==> config.mk <==
export PLATFORM = sky130hd
export DESIGN_NAME = irq_aggr
export DESIGN_NICKNAME = d
export VERILOG_FILES = /design/src/rtl/irq_aggr_pkg.sv /design/src/rtl/irq_bank.sv /design/src/rtl/irq_regif.sv /design/src/rtl/irq_combine.sv /design/src/rtl/irq_aggr.sv
export SDC_FILE = /design/constraint.sdc
export NUM_CORES = 1
export LEC_CHECK = 0
export ABC_AREA = 1
export BUFFER_PORTS_ARGS = -buffer_cell sky130_fd_sc_hd__buf_2
export CORE_MARGIN = 4
export CORE_UTILIZATION = 47
export CTS_BUF_LIST = sky130_fd_sc_hd__clkbuf_2 sky130_fd_sc_hd__clkbuf_4 sky130_fd_sc_hd__clkbuf_8
export CTS_CLUSTER_SIZE = 30
export DETAILED_ROUTE_END_ITERATION = 8
export PLACE_DENSITY = 0.7
export SYNTH_ARGS = -nofsm -noshare
export SYNTH_HDL_FRONTEND = slang
export SYNTH_HIERARCHICAL = 1
export SYNTH_SLANG_ARGS = --single-unit
==> constraint.sdc <==
create_clock -name clk_i -period 1.9 [get_ports clk_i]
set_clock_uncertainty 0.1 [all_clocks]
set_input_delay 0.095 -clock clk_i [delete_from_list [all_inputs] [get_ports clk_i]]
set_output_delay 0.095 -clock clk_i [all_outputs]
set_load 0.05 [all_outputs]
==> src/rtl/irq_aggr_pkg.sv <==
package irq_aggr_pkg;
  localparam int NUM_BANKS = 3;
  localparam int BANK_W    = 8;
  localparam int ADDR_W    = 3;
  // implemented bits, bank 2 in the top byte
  localparam logic [NUM_BANKS*BANK_W-1:0] IMPL_MASK = 24'h02_FF_3F;
endpackage

==> src/rtl/irq_bank.sv <==
module irq_bank #(
  parameter int               BW   = 8,
  parameter logic [BW-1:0]    MASK = '1
) (
  input  logic          clk_i,
  input  logic          rst_ni,
  input  logic [BW-1:0] evt_i,
  input  logic          sts_wr_i,
  input  logic          en_wr_i,
  input  logic [BW-1:0] wdata_i,
  output logic [BW-1:0] sts_o,
  output logic [BW-1:0] en_o
);
  logic [BW-1:0] sts_q, en_q, hit, clr;

  assign hit = evt_i & en_q & MASK;
  assign clr = sts_wr_i ? wdata_i : '0;

  always_ff @(posedge clk_i or negedge rst_ni) begin
    if (!rst_ni) begin
      sts_q <= '0;
      en_q  <= '0;
    end else begin
      sts_q <= ((sts_q & ~clr) | hit) & MASK; // set dominates clear
      if (en_wr_i) en_q <= wdata_i & MASK;
    end
  end

  assign sts_o = sts_q;
  assign en_o  = en_q;

  for (genvar b = 0; b < BW; b++) begin : g_bit_chk
    AST_SET_NEEDS_EN: assert property (@(posedge clk_i) disable iff (!rst_ni)
      (!$past(sts_q[b]) && sts_q[b]) |-> $past(en_q[b] && evt_i[b]));
    AST_W1C: assert property (@(posedge clk_i) disable iff (!rst_ni)
      (sts_wr_i && wdata_i[b] && !(evt_i[b] && en_q[b])) |=> !sts_q[b]);
    AST_EVT_WINS: assert property (@(posedge clk_i) disable iff (!rst_ni)
      (evt_i[b] && en_q[b] && MASK[b]) |=> sts_q[b]);
    AST_PEND_HOLDS: assert property (@(posedge clk_i) disable iff (!rst_ni)
      (sts_q[b] && !(sts_wr_i && wdata_i[b])) |=> sts_q[b]);
  end
endmodule

==> src/rtl/irq_regif.sv <==
module irq_regif #(
  parameter int NB = 3,
  parameter int BW = 8,
  parameter int AW = 3
) (
  input  logic [AW-1:0]    addr_i,
  input  logic             wr_en_i,
  input  logic [NB*BW-1:0] sts_i,
  input  logic [NB*BW-1:0] en_i,
  output logic [NB-1:0]    sts_wr_o,
  output logic [NB-1:0]    en_wr_o,
  output logic [BW-1:0]    rdata_o
);
  for (genvar k = 0; k < NB; k++) begin : g_dec
    assign sts_wr_o[k] = wr_en_i && (addr_i == AW'(k));
    assign en_wr_o[k]  = wr_en_i && (addr_i == AW'(NB + k));
  end

  always_comb begin
    rdata_o = '0;
    for (int k = 0; k < NB; k++) begin
      if (addr_i == AW'(k))      rdata_o = sts_i[k*BW +: BW];
      if (addr_i == AW'(NB + k)) rdata_o = en_i[k*BW +: BW];
    end
  end
endmodule

==> src/rtl/irq_combine.sv <==
module irq_combine #(
  parameter int N = 24
) (
  input  logic [N-1:0] pend_i,
  output logic         irq_no
);
  assign irq_no = ~|pend_i;
endmodule

==> src/rtl/irq_aggr.sv <==
module irq_aggr
  import irq_aggr_pkg::*;
#(
  parameter int                   NB   = NUM_BANKS,
  parameter int                   BW   = BANK_W,
  parameter int                   AW   = ADDR_W,
  parameter logic [NB*BW-1:0]     MASK = IMPL_MASK
) (
  input  logic             clk_i,
  input  logic             rst_ni,
  input  logic [NB*BW-1:0] evt_i,
  input  logic [AW-1:0]    addr_i,
  input  logic             wr_en_i,
  input  logic [BW-1:0]    wdata_i,
  output logic [BW-1:0]    rdata_o,
  output logic             irq_no
);
  localparam int TOTAL = NB * BW;

  logic [TOTAL-1:0] sts_all, en_all;
  logic [NB-1:0]    sts_wr, en_wr;

  irq_regif #(.NB(NB), .BW(BW), .AW(AW)) i_regif (
    .addr_i   (addr_i),
    .wr_en_i  (wr_en_i),
    .sts_i    (sts_all),
    .en_i     (en_all),
    .sts_wr_o (sts_wr),
    .en_wr_o  (en_wr),
    .rdata_o  (rdata_o)
  );

  for (genvar k = 0; k < NB; k++) begin : g_bank
    irq_bank #(.BW(BW), .MASK(MASK[k*BW +: BW])) i_bank (
      .clk_i    (clk_i),
      .rst_ni   (rst_ni),
      .evt_i    (evt_i[k*BW +: BW]),
      .sts_wr_i (sts_wr[k]),
      .en_wr_i  (en_wr[k]),
      .wdata_i  (wdata_i),
      .sts_o    (sts_all[k*BW +: BW]),
      .en_o     (en_all[k*BW +: BW])
    );
  end

  irq_combine #(.N(TOTAL)) i_combine (
    .pend_i (sts_all),
    .irq_no (irq_no)
  );

  AST_IRQ_LOW_WHEN_PEND: assert property (@(posedge clk_i) disable iff (!rst_ni)
    (sts_all != '0) |-> !irq_no);
  AST_IRQ_HIGH_WHEN_IDLE: assert property (@(posedge clk_i) disable iff (!rst_ni)
    (sts_all == '0) |-> irq_no);
  AST_RSVD_NEVER_SET: assert property (@(posedge clk_i) disable iff (!rst_ni)
    ((evt_i & ~MASK) != '0) |=> ((sts_all & ~MASK) == '0));
endmodule

==> impl_summary.log, run 1 <==
INFO  metric synth.area.top_cells = sky130_fd_sc_hd__dfrtp_1 39%, sky130_fd_sc_hd__nand2_1 22%, sky130_fd_sc_hd__buf_4 7.4%
INFO  metric syn-instance-count = 279
INFO  metric worst-r2r-setup-slack = 0.62 ns
INFO  metric grt_util_all_layers = 19.3%
INFO  metric cp_required = 1.97 ns
INFO  metric pwr-share-clk = 30.7%
INFO  metric share_seq_of_total_power = 45.7%
INFO  metric dp.cells = 364
INFO  metric fin_crit_sh = 88.2%
INFO  metric gp_congestion = 0.825
INFO  metric overall_die_width = 71.9 um
INFO  metric detail_route.wirelength = 4690 um
INFO  metric cp_data_arrival_time = 1.74 ns
INFO  metric power.density_cell_area = 728 nW/um2
INFO  metric critical_path.endpoint = g_bank[1].i_bank/sts_o[6]
INFO  metric ys_top_cells_by_count = 112 x sky130_fd_sc_hd__nand2_1, 32 x sky130_fd_sc_hd__nor2_1, 30 x sky130_fd_sc_hd__dfrtp_1, 24 x sky130_fd_sc_hd__inv_1, 19 x sky130_fd_sc_hd__buf_4
INFO  metric cts_buffer_depth = 2
INFO  metric net-switching-power = 582 uW
INFO  metric drive_gt1_share = 18.9%
INFO  metric worst_path_most_repeated_cell = sky130_fd_sc_hd__nand2_1
INFO  metric top_ff_cell_synth = sky130_fd_sc_hd__dfrtp_1
INFO  metric worst_pin_slew = 0.682 ns
INFO  metric critical-path-max-stage-delay = 0.55 ns
INFO  metric detail-route-antenna-nets = 0
INFO  metric floorplan.initialDensity = 50.6%
INFO  metric timing.rr.start = g_bank[1].i_bank/sts_o[6]
INFO  metric ys_seq_area_share = 39.1%
INFO  metric ys_seq_elements = 30
INFO  metric rsz0062_at_grt = no
INFO  metric totalNegativeSetupSlack = 0 ns
INFO  metric num_rows = 22
INFO  metric firstDrtPassIters = 4
INFO  metric num_vias = 1877
INFO  metric layout-area-overhead-vs-synth = 27.0%
INFO  metric postCtsSetupRepairBufs = 0
INFO  metric postSynth.asyncResetShare = 100%
INFO  metric finalNetCount = 386
INFO  metric worstSetupStartpointType = input port
INFO  metric grt_overflow = 0
INFO  metric critical_path_depth = 8
INFO  metric port_buffers = 37
INFO  metric synth_enable_flop_cells = 0
INFO  metric place_hpwl = 3340 um
INFO  metric worst-setup-path-type = input port to register
INFO  metric achievable-frequency = 597 MHz
INFO  metric switching_share = 32.8%
INFO  metric report.final.hold_viol_count = 0
INFO  metric ioPinCount = 47
INFO  metric count_of_cell_types_in_the_netlist = 20
INFO  metric wl_per_cell = 11.8 um
INFO  metric worst_skew_pair_later_pin_latency = 0.28 ns
INFO  metric final_max_slew_viol_count = 0
INFO  metric antennaDiodeCount = 0
INFO  metric synth_largest_type_area_fraction = 39.1%
INFO  metric post_cts_resize_count = 0
INFO  metric share_comb_of_total_power = 23.6%
INFO  metric tritoncts = built
INFO  metric drt_iter0_drc = 118
INFO  metric ctsHtreeMaxLevel = 2
INFO  metric filler_cell_count = 343
INFO  metric ir_drop = 0.477 mV
INFO  metric post-route-min-period = 1.68 ns
INFO  metric yosys.area.top_type = sky130_fd_sc_hd__dfrtp_1
INFO  metric cts_buffers = 5
INFO  metric final_core_utilization = 64.3%
INFO  metric status = completed
INFO  metric worst-r2r-cell-count = 3
INFO  metric yosysWarnings = 6
INFO  metric cpLargestDelayFamily = buffers and inverters
INFO  metric post-route-drc-count = 0
INFO  metric timing.critical_path.fanout_max = 16
INFO  metric antenna_found_initial = 0
INFO  metric drv_cap = 0
INFO  metric synth.avg_cell_area = 6.89 um2
INFO  metric post-layout-total-power = 1.78 mW
INFO  metric timing.critical_path.slowest_stage_cell = sky130_fd_sc_hd__dlygate4sd3_1
INFO  metric critical_path_buf_inv_count = 3
INFO  metric drt-vias-per-instance = 4.73
INFO  metric crit-reg2reg-capture = g_bank[1].i_bank/sts_o[6]
INFO  metric post-synth-top-count-cell = sky130_fd_sc_hd__nand2_1
INFO  metric cts_sinks = 30
INFO  metric whs = 0.00595 ns
INFO  metric core_area = 3800 um2
INFO  metric grt_max_degree = 31
INFO  metric root_buffer = sky130_fd_sc_hd__clkbuf_8
INFO  metric die_y = 71.9 um
INFO  metric grt_pass1_vias = 1679
INFO  metric synth.cell_area = 1920 um2
INFO  metric maxSlewHeadroom = 54.5%
INFO  metric grt_pass1_wl = 7710 um
INFO  metric worstHoldPathType = input port to register
INFO  metric fp.dieArea = 5180 um2
INFO  metric clock_transition_time_at_the_flip_flop_clock_pins_of_the_worst_setup_and_hold_paths = 0.06 ns
INFO  metric internal-power = 1.19 mW
INFO  metric setup_viol_count_final = 0
INFO  metric setup.worst_path.start = addr_i[0]
INFO  metric end_kind = register
INFO  metric static_leakage = 1.26 nW
INFO  metric final_cells = 397
INFO  metric worstPathCellList = buf_2, nand3_2, nor2_1, buf_4, nand2_1, nand2_1, nand2_1, dlygate4sd3_1
==> metal layers <==
layer	up-vias	GRT usage, %	share of wire, %
met3	11	4.02	4.6
met4	0	8.14	2.2
li1	982	-	-
met5	-	0	0
met1	832	25.2	47
met2	52	31.1	46
==> worst min-delay path by stage <==
stage | depth (start not counted) | startpoint | to
2_1_floorplan | 0 | rst_ni | g_bank[0].i_bank/en_o[0]
3_3_place_gp | 1 | rst_ni | g_bank[1].i_bank/en_o[2]
3_5_place_dp | 1 | rst_ni | g_bank[1].i_bank/en_o[2]
4_1_cts | 3 | wdata_i[1] | g_bank[0].i_bank/en_o[1]
5_1_grt | 3 | wdata_i[1] | g_bank[0].i_bank/en_o[1]
6_report | 3 | wdata_i[1] | g_bank[1].i_bank/en_o[1]
==> power groups by stage <==
stage,Clock (mW),Combinational [mW],Sequential [mW]
floorplan,0,0.295,0.799
global placement,0,0.368,0.821
detailed placement,0,0.376,0.823
CTS,0.558,0.418,0.811
global route,0.582,0.470,0.823
finish,0.546,0.419,0.812
==> sequential cells by signal, summed over array words and instances (netlist names) <==
| signal | cells |
|---|---|
| g_bank.i_bank/en_o | 15 |
| g_bank.i_bank/sts_o | 15 |
==> layout make-up <==
class                      instances  area (um2)  area share [%]
clock buffer                       7        90.1            3.69
inverter                          27         101            4.15
sequential                        30         751            30.8
timing repair buffer              72         510            20.9
tap                               48        60.1            2.46
multi-input combinational        212         923            37.8
clock inverter                     1        5.00           0.205
==> through the flow <==
step           area, um2  worst slack (ns)
4_1_cts             2440             0.260
6_report            2440             0.224
3_3_place_gp        2100             0.386
2_1_floorplan       1980             0.504
3_5_place_dp        2100             0.398
5_1_grt             2440             0.128
==> worst min-delay path, cell delays in order <==
cell                      delay, ns
sky130_fd_sc_hd__buf_2         0.14
sky130_fd_sc_hd__nand2_1       0.06
sky130_fd_sc_hd__o21ai_0       0.06
==> placed cells by master, fill, tap and decap left out, types with 4 or more instances in the layout <==
master / Yosys / layout
sky130_fd_sc_hd__nand4_1: 17 / 17
sky130_fd_sc_hd__conb_1: 2 / 18
sky130_fd_sc_hd__nand2_1: 112 / 112
sky130_fd_sc_hd__nand3_1: 8 / 8
sky130_fd_sc_hd__dlygate4sd3_1: 0 / 25
sky130_fd_sc_hd__nor2_1: 32 / 32
sky130_fd_sc_hd__o21ai_1: 4 / 4
sky130_fd_sc_hd__o21ai_0: 10 / 10
sky130_fd_sc_hd__buf_4: 19 / 10
sky130_fd_sc_hd__inv_1: 24 / 24
sky130_fd_sc_hd__clkbuf_8: 0 / 6
sky130_fd_sc_hd__buf_2: 3 / 37
sky130_fd_sc_hd__dfrtp_1: 30 / 30
==> what timing repair did <==
| action | 4_1_cts | 5_1_grt |
|---|---|---|
| endpoints found under the hold margin | 57 | 0 |
| hold buffers | 25 | 0 |
| endpoints found under the setup margin | 0 | 0 |
==> cell families after synthesis <==
kind of cell    count (synthesis)  synth area share (%)
flops                          30                  39.1
other cells                     2                 0.391
buf+inv                        53                  16.0
simple gates                  179                  40.4
compound gates                 15                  4.10
Note: power is estimated with default switching activity, not from simulation.
==> inputs of run 2 (changes only) <==
--- a/config.mk
+++ b/config.mk
@@ -15,2 +15,3 @@
 export PLACE_DENSITY = 0.7
+export SKIP_LAST_GASP = 1
 export SYNTH_ARGS = -nofsm -noshare
==> constraint.sdc (replaced) <==
create_clock -name clk_i -period 1.9 [get_ports clk_i]
set_clock_uncertainty 0.1 [all_clocks]
set_input_delay 0.19 -clock clk_i [delete_from_list [all_inputs] [get_ports clk_i]]
set_output_delay 0.19 -clock clk_i [all_outputs]
set_load 0.05 [all_outputs]
==> impl_summary.log, run 2 (same netlist as run 1, synthesis figures left out) <==
INFO  metric setup_viol_count_final = 0
INFO  metric detail_route.wirelength = 4490 um
INFO  metric fp.dieArea = 5180 um2
INFO  metric timing.critical_path.slowest_stage_cell = sky130_fd_sc_hd__dfrtp_1
INFO  metric share_comb_of_total_power = 22.2%
INFO  metric maxSlewHeadroom = 54.8%
INFO  metric pwr-share-clk = 31.2%
INFO  metric final_cells = 376
INFO  metric gp_congestion = 0.806
INFO  metric worst-r2r-setup-slack = 1.15 ns
INFO  metric cpLargestDelayFamily = simple AND/OR/NAND/NOR gates
INFO  metric die_y = 71.9 um
INFO  metric clock_transition_time_at_the_flip_flop_clock_pins_of_the_worst_setup_and_hold_paths = 0.06 ns
INFO  metric achievable-frequency = 576 MHz
INFO  metric post-route-drc-count = 0
INFO  metric layout-area-overhead-vs-synth = 15.8%
INFO  metric rsz0062_at_grt = no
INFO  metric worst-r2r-cell-count = 2
INFO  metric grt_max_degree = 31
INFO  metric cts_sinks = 30
INFO  metric post-route-min-period = 1.73 ns
INFO  metric grt_pass1_wl = 7510 um
INFO  metric num_vias = 1794
INFO  metric crit-reg2reg-capture = g_bank[0].i_bank/en_o[0]
INFO  metric share_seq_of_total_power = 46.6%
INFO  metric worstSetupStartpointType = register
INFO  metric worst_pin_slew = 0.677 ns
INFO  metric core_area = 3800 um2
INFO  metric floorplan.initialDensity = 50.6%
INFO  metric cp_required = 1.61 ns
INFO  metric min-delay-start = evt_i[5]
INFO  metric hold_depth = 3
INFO  metric final_max_slew_viol_count = 0
INFO  metric postCtsSetupRepairBufs = 0
INFO  metric critical_path_buf_inv_count = 1
INFO  metric drt_iter0_drc = 150
INFO  metric drt-vias-per-instance = 4.77
INFO  metric totalNegativeSetupSlack = 0 ns
INFO  metric port_buffers = 37
INFO  metric timing.critical_path.fanout_max = 3
INFO  metric ctsHtreeMaxLevel = 2
INFO  metric wl_per_cell = 11.9 um
INFO  metric worstHoldPathType = input port to register
INFO  metric internal-power = 1.17 mW
INFO  metric post_cts_resize_count = 0
INFO  metric grt_overflow = 0
INFO  metric antennaDiodeCount = 0
INFO  metric static_leakage = 1.18 nW
INFO  metric net-switching-power = 572 uW
INFO  metric finalNetCount = 365
INFO  metric cts_buffers = 5
INFO  metric overall_die_width = 71.9 um
INFO  metric detail-route-antenna-nets = 0
INFO  metric grt_util_all_layers = 18.7%
INFO  metric status = completed
INFO  metric dp.cells = 366
INFO  metric worst_skew_pair_later_pin_latency = 0.28 ns
INFO  metric drv_cap = 0
INFO  metric layout.cells.most_common_list = 112 x sky130_fd_sc_hd__nand2_1, 37 x sky130_fd_sc_hd__buf_2, 32 x sky130_fd_sc_hd__nor2_1
INFO  metric filler_cell_count = 407
INFO  metric num_rows = 22
INFO  metric firstDrtPassIters = 5
INFO  metric ir_drop = 0.525 mV
INFO  metric ioPinCount = 47
INFO  metric power.density_cell_area = 781 nW/um2
INFO  metric tritoncts = built
INFO  metric root_buffer = sky130_fd_sc_hd__clkbuf_8
INFO  metric drive_gt1_share = 20.7%
INFO  metric antenna_found_initial = 0
INFO  metric end_kind = primary output
INFO  metric worstPathCellList = nor2_1, nand2_1, nor2_1, nand2_1, nor2_2, buf_2
INFO  metric grt_pass1_vias = 1588
INFO  metric cts_buffer_depth = 2
INFO  metric critical-path-max-stage-delay = 0.40 ns
INFO  metric fin_crit_sh = 91.3%
INFO  metric cp_data_arrival_time = 1.44 ns
INFO  metric switching_share = 32.9%
INFO  metric worst-setup-path-type = register to primary output
INFO  metric place_hpwl = 3360 um
INFO  metric timing.rr.start = g_bank[0].i_bank/en_o[0]
INFO  metric mostFrequentLayoutCell = sky130_fd_sc_hd__nand2_1
INFO  metric end_point_of_the_worst_hold_path = g_bank[0].i_bank/sts_o[5]
INFO  metric report.final.hold_viol_count = 0
==> run 2: worst max-delay path by stage <==
stage | start | to | slack (ns) | cells after the start
global placement | addr_i[0] | rdata_o[0] | 0.31 | 6
global route | g_bank[0].i_bank/sts_o[3] | irq_no | 0.1 | 6
finish | g_bank[0].i_bank/sts_o[3] | irq_no | 0.17 | 6
detailed placement | addr_i[0] | rdata_o[4] | 0.29 | 6
CTS | g_bank[0].i_bank/sts_o[3] | irq_no | 0.14 | 6
floorplan | addr_i[0] | g_bank[0].i_bank/sts_o[0] | 0.41 | 6
==> run 2: area by class of cell <==
cell class	count	area, um2	area share [%]
multi-input combinational	212	923	41.5
sequential	30	751	33.7
timing repair buffer	51	295	13.3
inverter	27	101	4.55
clock buffer	7	90.1	4.05
tap	48	60.1	2.70
clock inverter	1	5.00	0.225
==> run 2: power by group through the flow <==
| stage | Clock, mW | Combinational, mW | Sequential [mW] |
|---|---|---|---|
| 6_report | 0.542 | 0.385 | 0.811 |
| 5_1_grt | 0.596 | 0.436 | 0.822 |
| 4_1_cts | 0.561 | 0.386 | 0.811 |
| 3_5_place_dp | 0 | 0.381 | 0.822 |
| 3_3_place_gp | 0 | 0.371 | 0.820 |
| 2_1_floorplan | 0 | 0.295 | 0.799 |
==> run 2: stage by stage <==
stage                     worst slack, ns  total power [mW]  instance area, um2  hold slack [ns]  util, %
final                               0.165              1.74                2230          0.00667     58.6
after global routing               0.0971              1.85                2230          0.00163     58.6
after CTS                           0.140              1.76                2230          0.00172     58.6
after detailed placement            0.290              1.20                2110            0.168     55.6
after global placement              0.307              1.19                2110            0.169     55.6
after floorplan                     0.409              1.09                1980           -0.206        -
==> run 2: worst reg2reg max path: stages, from the launching register on <==
cell	delay, ns
sky130_fd_sc_hd__dfrtp_1	0.40
sky130_fd_sc_hd__inv_1	0.07
sky130_fd_sc_hd__o21ai_0	0.07
==> run 2: repair_timing <==
item,CTS,global route
hold buffers,2,0
endpoints found under the setup margin,0,0
endpoints found under the hold margin,31,0
==> run 2: routing by layer <==
| layer | wire, um | up-vias | share of wire, % | global-route usage [%] |
|---|---|---|---|---|
| met4 | 37 | 0 | 0.82 | 5.01 |
| met1 | 2070 | 804 | 46 | 26.2 |
| met3 | 259 | 4 | 5.8 | 4.57 |
| met2 | 2120 | 45 | 47 | 29.0 |
| li1 | - | 941 | - | - |
| met5 | 0 | - | 0 | 0 |
==> inputs of run 3 (changes only) <==
==> constraint.sdc (replaced) <==
create_clock -name clk_i -period 1.9 [get_ports clk_i]
set_clock_uncertainty 0.1 [all_clocks]
set_input_delay 0.285 -clock clk_i [delete_from_list [all_inputs] [get_ports clk_i]]
set_output_delay 0.285 -clock clk_i [all_outputs]
set_load 0.05 [all_outputs]
==> impl_summary.log, run 3 (same netlist as run 1, synthesis figures left out) <==
INFO  metric critical_path_buf_inv_count = 1
INFO  metric power.density_cell_area = 828 nW/um2
INFO  metric postLayoutSetupSlackWorst = 0.110 ns
INFO  metric port_buffers = 37
INFO  metric worst_skew_pair_later_pin_latency = 0.29 ns
INFO  metric worstHoldPathType = input port to register
INFO  metric drt_iter0_drc = 130
INFO  metric detail-route-antenna-nets = 0
INFO  metric floorplan.initialDensity = 50.6%
INFO  metric worstPathCellList = nor2_1, nand2_1, nor2_1, nand2_1, nor2_2, buf_2
INFO  metric antenna_found_initial = 0
INFO  metric totalNegativeSetupSlack = 0 ns
INFO  metric worst_pin_slew = 0.680 ns
INFO  metric drive_gt1_share = 21.1%
INFO  metric wl_per_cell = 11.5 um
INFO  metric gp_congestion = 0.814
INFO  metric grt_pass1_vias = 1546
INFO  metric cts_buffer_depth = 2
INFO  metric cts_sinks = 30
INFO  metric worst-r2r-setup-slack = 1.15 ns
INFO  metric worstSetupStartpointType = register
INFO  metric place_hpwl = 3350 um
INFO  metric ioPinCount = 47
INFO  metric overall_die_width = 71.9 um
INFO  metric grt_overflow = 0
INFO  metric setup.worst_path.start = g_bank[0].i_bank/sts_o[3]
INFO  metric dp.cells = 366
INFO  metric timing.critical_path.slowest_stage_cell = sky130_fd_sc_hd__dfrtp_1
INFO  metric mostFrequentLayoutCell = sky130_fd_sc_hd__nand2_1
INFO  metric antennaDiodeCount = 0
INFO  metric rsz0062_at_grt = no
INFO  metric firstDrtPassIters = 4
INFO  metric worst-r2r-cell-count = 2
INFO  metric ctsHtreeMaxLevel = 2
INFO  metric finalNetCount = 364
INFO  metric grt_pass1_wl = 7260 um
INFO  metric post-layout-total-power = 1.86 mW
INFO  metric die_y = 71.9 um
INFO  metric cpLargestDelayFamily = simple AND/OR/NAND/NOR gates
INFO  metric share_comb_of_total_power = 20.5%
INFO  metric static_leakage = 1.18 nW
INFO  metric final_max_slew_viol_count = 0
INFO  metric report.final.hold_viol_count = 0
INFO  metric pwr-share-clk = 35.9%
INFO  metric net-switching-power = 580 uW
INFO  metric detail_route.wirelength = 4320 um
INFO  metric cp_data_arrival_time = 1.40 ns
INFO  metric pre_cts_ws = 0.0282 ns
INFO  metric cp_required = 1.51 ns
INFO  metric min-delay-start = evt_i[4]
INFO  metric whs = 0.0969 ns
INFO  metric setup_viol_count_final = 0
INFO  metric fp.dieArea = 5180 um2
INFO  metric post-route-min-period = 1.79 ns
INFO  metric achievable-frequency = 559 MHz
INFO  metric share_seq_of_total_power = 43.6%
INFO  metric num_rows = 22
INFO  metric critical-path-max-stage-delay = 0.40 ns
INFO  metric switching_share = 31.2%
INFO  metric tritoncts = built
INFO  metric clock_transition_time_at_the_flip_flop_clock_pins_of_the_worst_setup_and_hold_paths = 0.06 ns
INFO  metric drt-vias-per-instance = 4.62
INFO  metric crit-reg2reg-capture = g_bank[1].i_bank/en_o[0]
INFO  metric num_vias = 1731
INFO  metric layout.cells.most_common_list = 112 x sky130_fd_sc_hd__nand2_1, 37 x sky130_fd_sc_hd__buf_2, 31 x sky130_fd_sc_hd__nor2_1
INFO  metric cts_buffers = 5
INFO  metric timing.rr.start = g_bank[1].i_bank/en_o[0]
INFO  metric grt_util_all_layers = 18.1%
INFO  metric status = completed
INFO  metric core_area = 3800 um2
INFO  metric final_instance_area = 2240 um2
INFO  metric ir_drop = 0.471 mV
INFO  metric hold_depth = 3
INFO  metric internal-power = 1.28 mW
INFO  metric layout-area-overhead-vs-synth = 16.8%
INFO  metric fin_crit_sh = 94.2%
INFO  metric worst-setup-path-type = register to primary output
INFO  metric timing.critical_path.fanout_max = 3
INFO  metric final_core_utilization = 59.1%
INFO  metric maxSlewHeadroom = 54.7%
INFO  metric post-route-drc-count = 0
INFO  metric post_dp_cell_area = 2110 um2
INFO  metric end_point_of_the_worst_hold_path = g_bank[0].i_bank/sts_o[4]
INFO  metric grt_max_degree = 31
INFO  metric end_kind = primary output
INFO  metric drv_cap = 0
INFO  metric root_buffer = sky130_fd_sc_hd__clkbuf_8
INFO  metric final_cells = 375
run 3: changes by cell type in the layout (fill, tap and decap cells not counted):
cell,delta
sky130_fd_sc_hd__bufinv_16,+1
sky130_fd_sc_hd__clkbuf_4,+1
sky130_fd_sc_hd__nand3_2,-1
sky130_fd_sc_hd__clkinv_2,-1
sky130_fd_sc_hd__nand3_4,+1
sky130_fd_sc_hd__nor2_2,+1
sky130_fd_sc_hd__clkbuf_8,-1
sky130_fd_sc_hd__nor2_1,-1
sky130_fd_sc_hd__dlygate4sd3_1,-1
run 3: worst max path at each step:
stage	to	slack (ns)	depth (start not counted)
floorplan	rdata_o[1]	0.22	5
global route	rdata_o[5]	0.01	8
CTS	rdata_o[0]	0.02	7
detailed placement	rdata_o[0]	0.03	7
global placement	rdata_o[5]	0.05	7
finish	irq_no	0.11	6
run 3: final cells by class:
cell class | instances | area, um2
Clock buffer | 7 | 83.8
Sequential cell | 30 | 751
Inverter | 27 | 101
Timing Repair Buffer | 50 | 285
Clock inverter | 1 | 30.0
Multi-Input combinational cell | 212 | 933
Tap cell | 48 | 60.1
Fill cell | 403 | 1550
run 3: worst reg2reg max path, delay by kind of cell, from the launching register on:
family | cells | cell delay [ns]
AO/OA/AOI/OAI | 1 | 0.15
buffers and inverters | 1 | 0.05
flip-flops | 1 | 0.38
run 3: timing repair:
item | 4_1_cts | 5_1_grt
endpoints found under the setup margin | 0 | 6
setup buffers | 0 | 0
resized for setup | 0 | 2
hold endpoints to repair | 30 | 0
hold buffers | 1 | 0
run 3: metal layers:
metal / track usage, % / routed length (um) / up-vias / share of wire [%]
li1: - / - / 939 / -
met1: 24.9 / 2080 / 752 / 48
met2: 27.6 / 1960 / 34 / 45
met3: 5.40 / 225 / 6 / 5.2
met4: 5.64 / 48 / 0 / 1.1
met5: 0 / 0 / - / 0
run 3: power by group through the flow:
stage	clock network (mW)	logic (mW)	registers [mW]
after global placement	0	0.371	0.820
after CTS	0.674	0.381	0.810
after detailed placement	0	0.378	0.821
final	0.667	0.382	0.810
after global routing	0.713	0.431	0.821
after floorplan	0	0.295	0.799
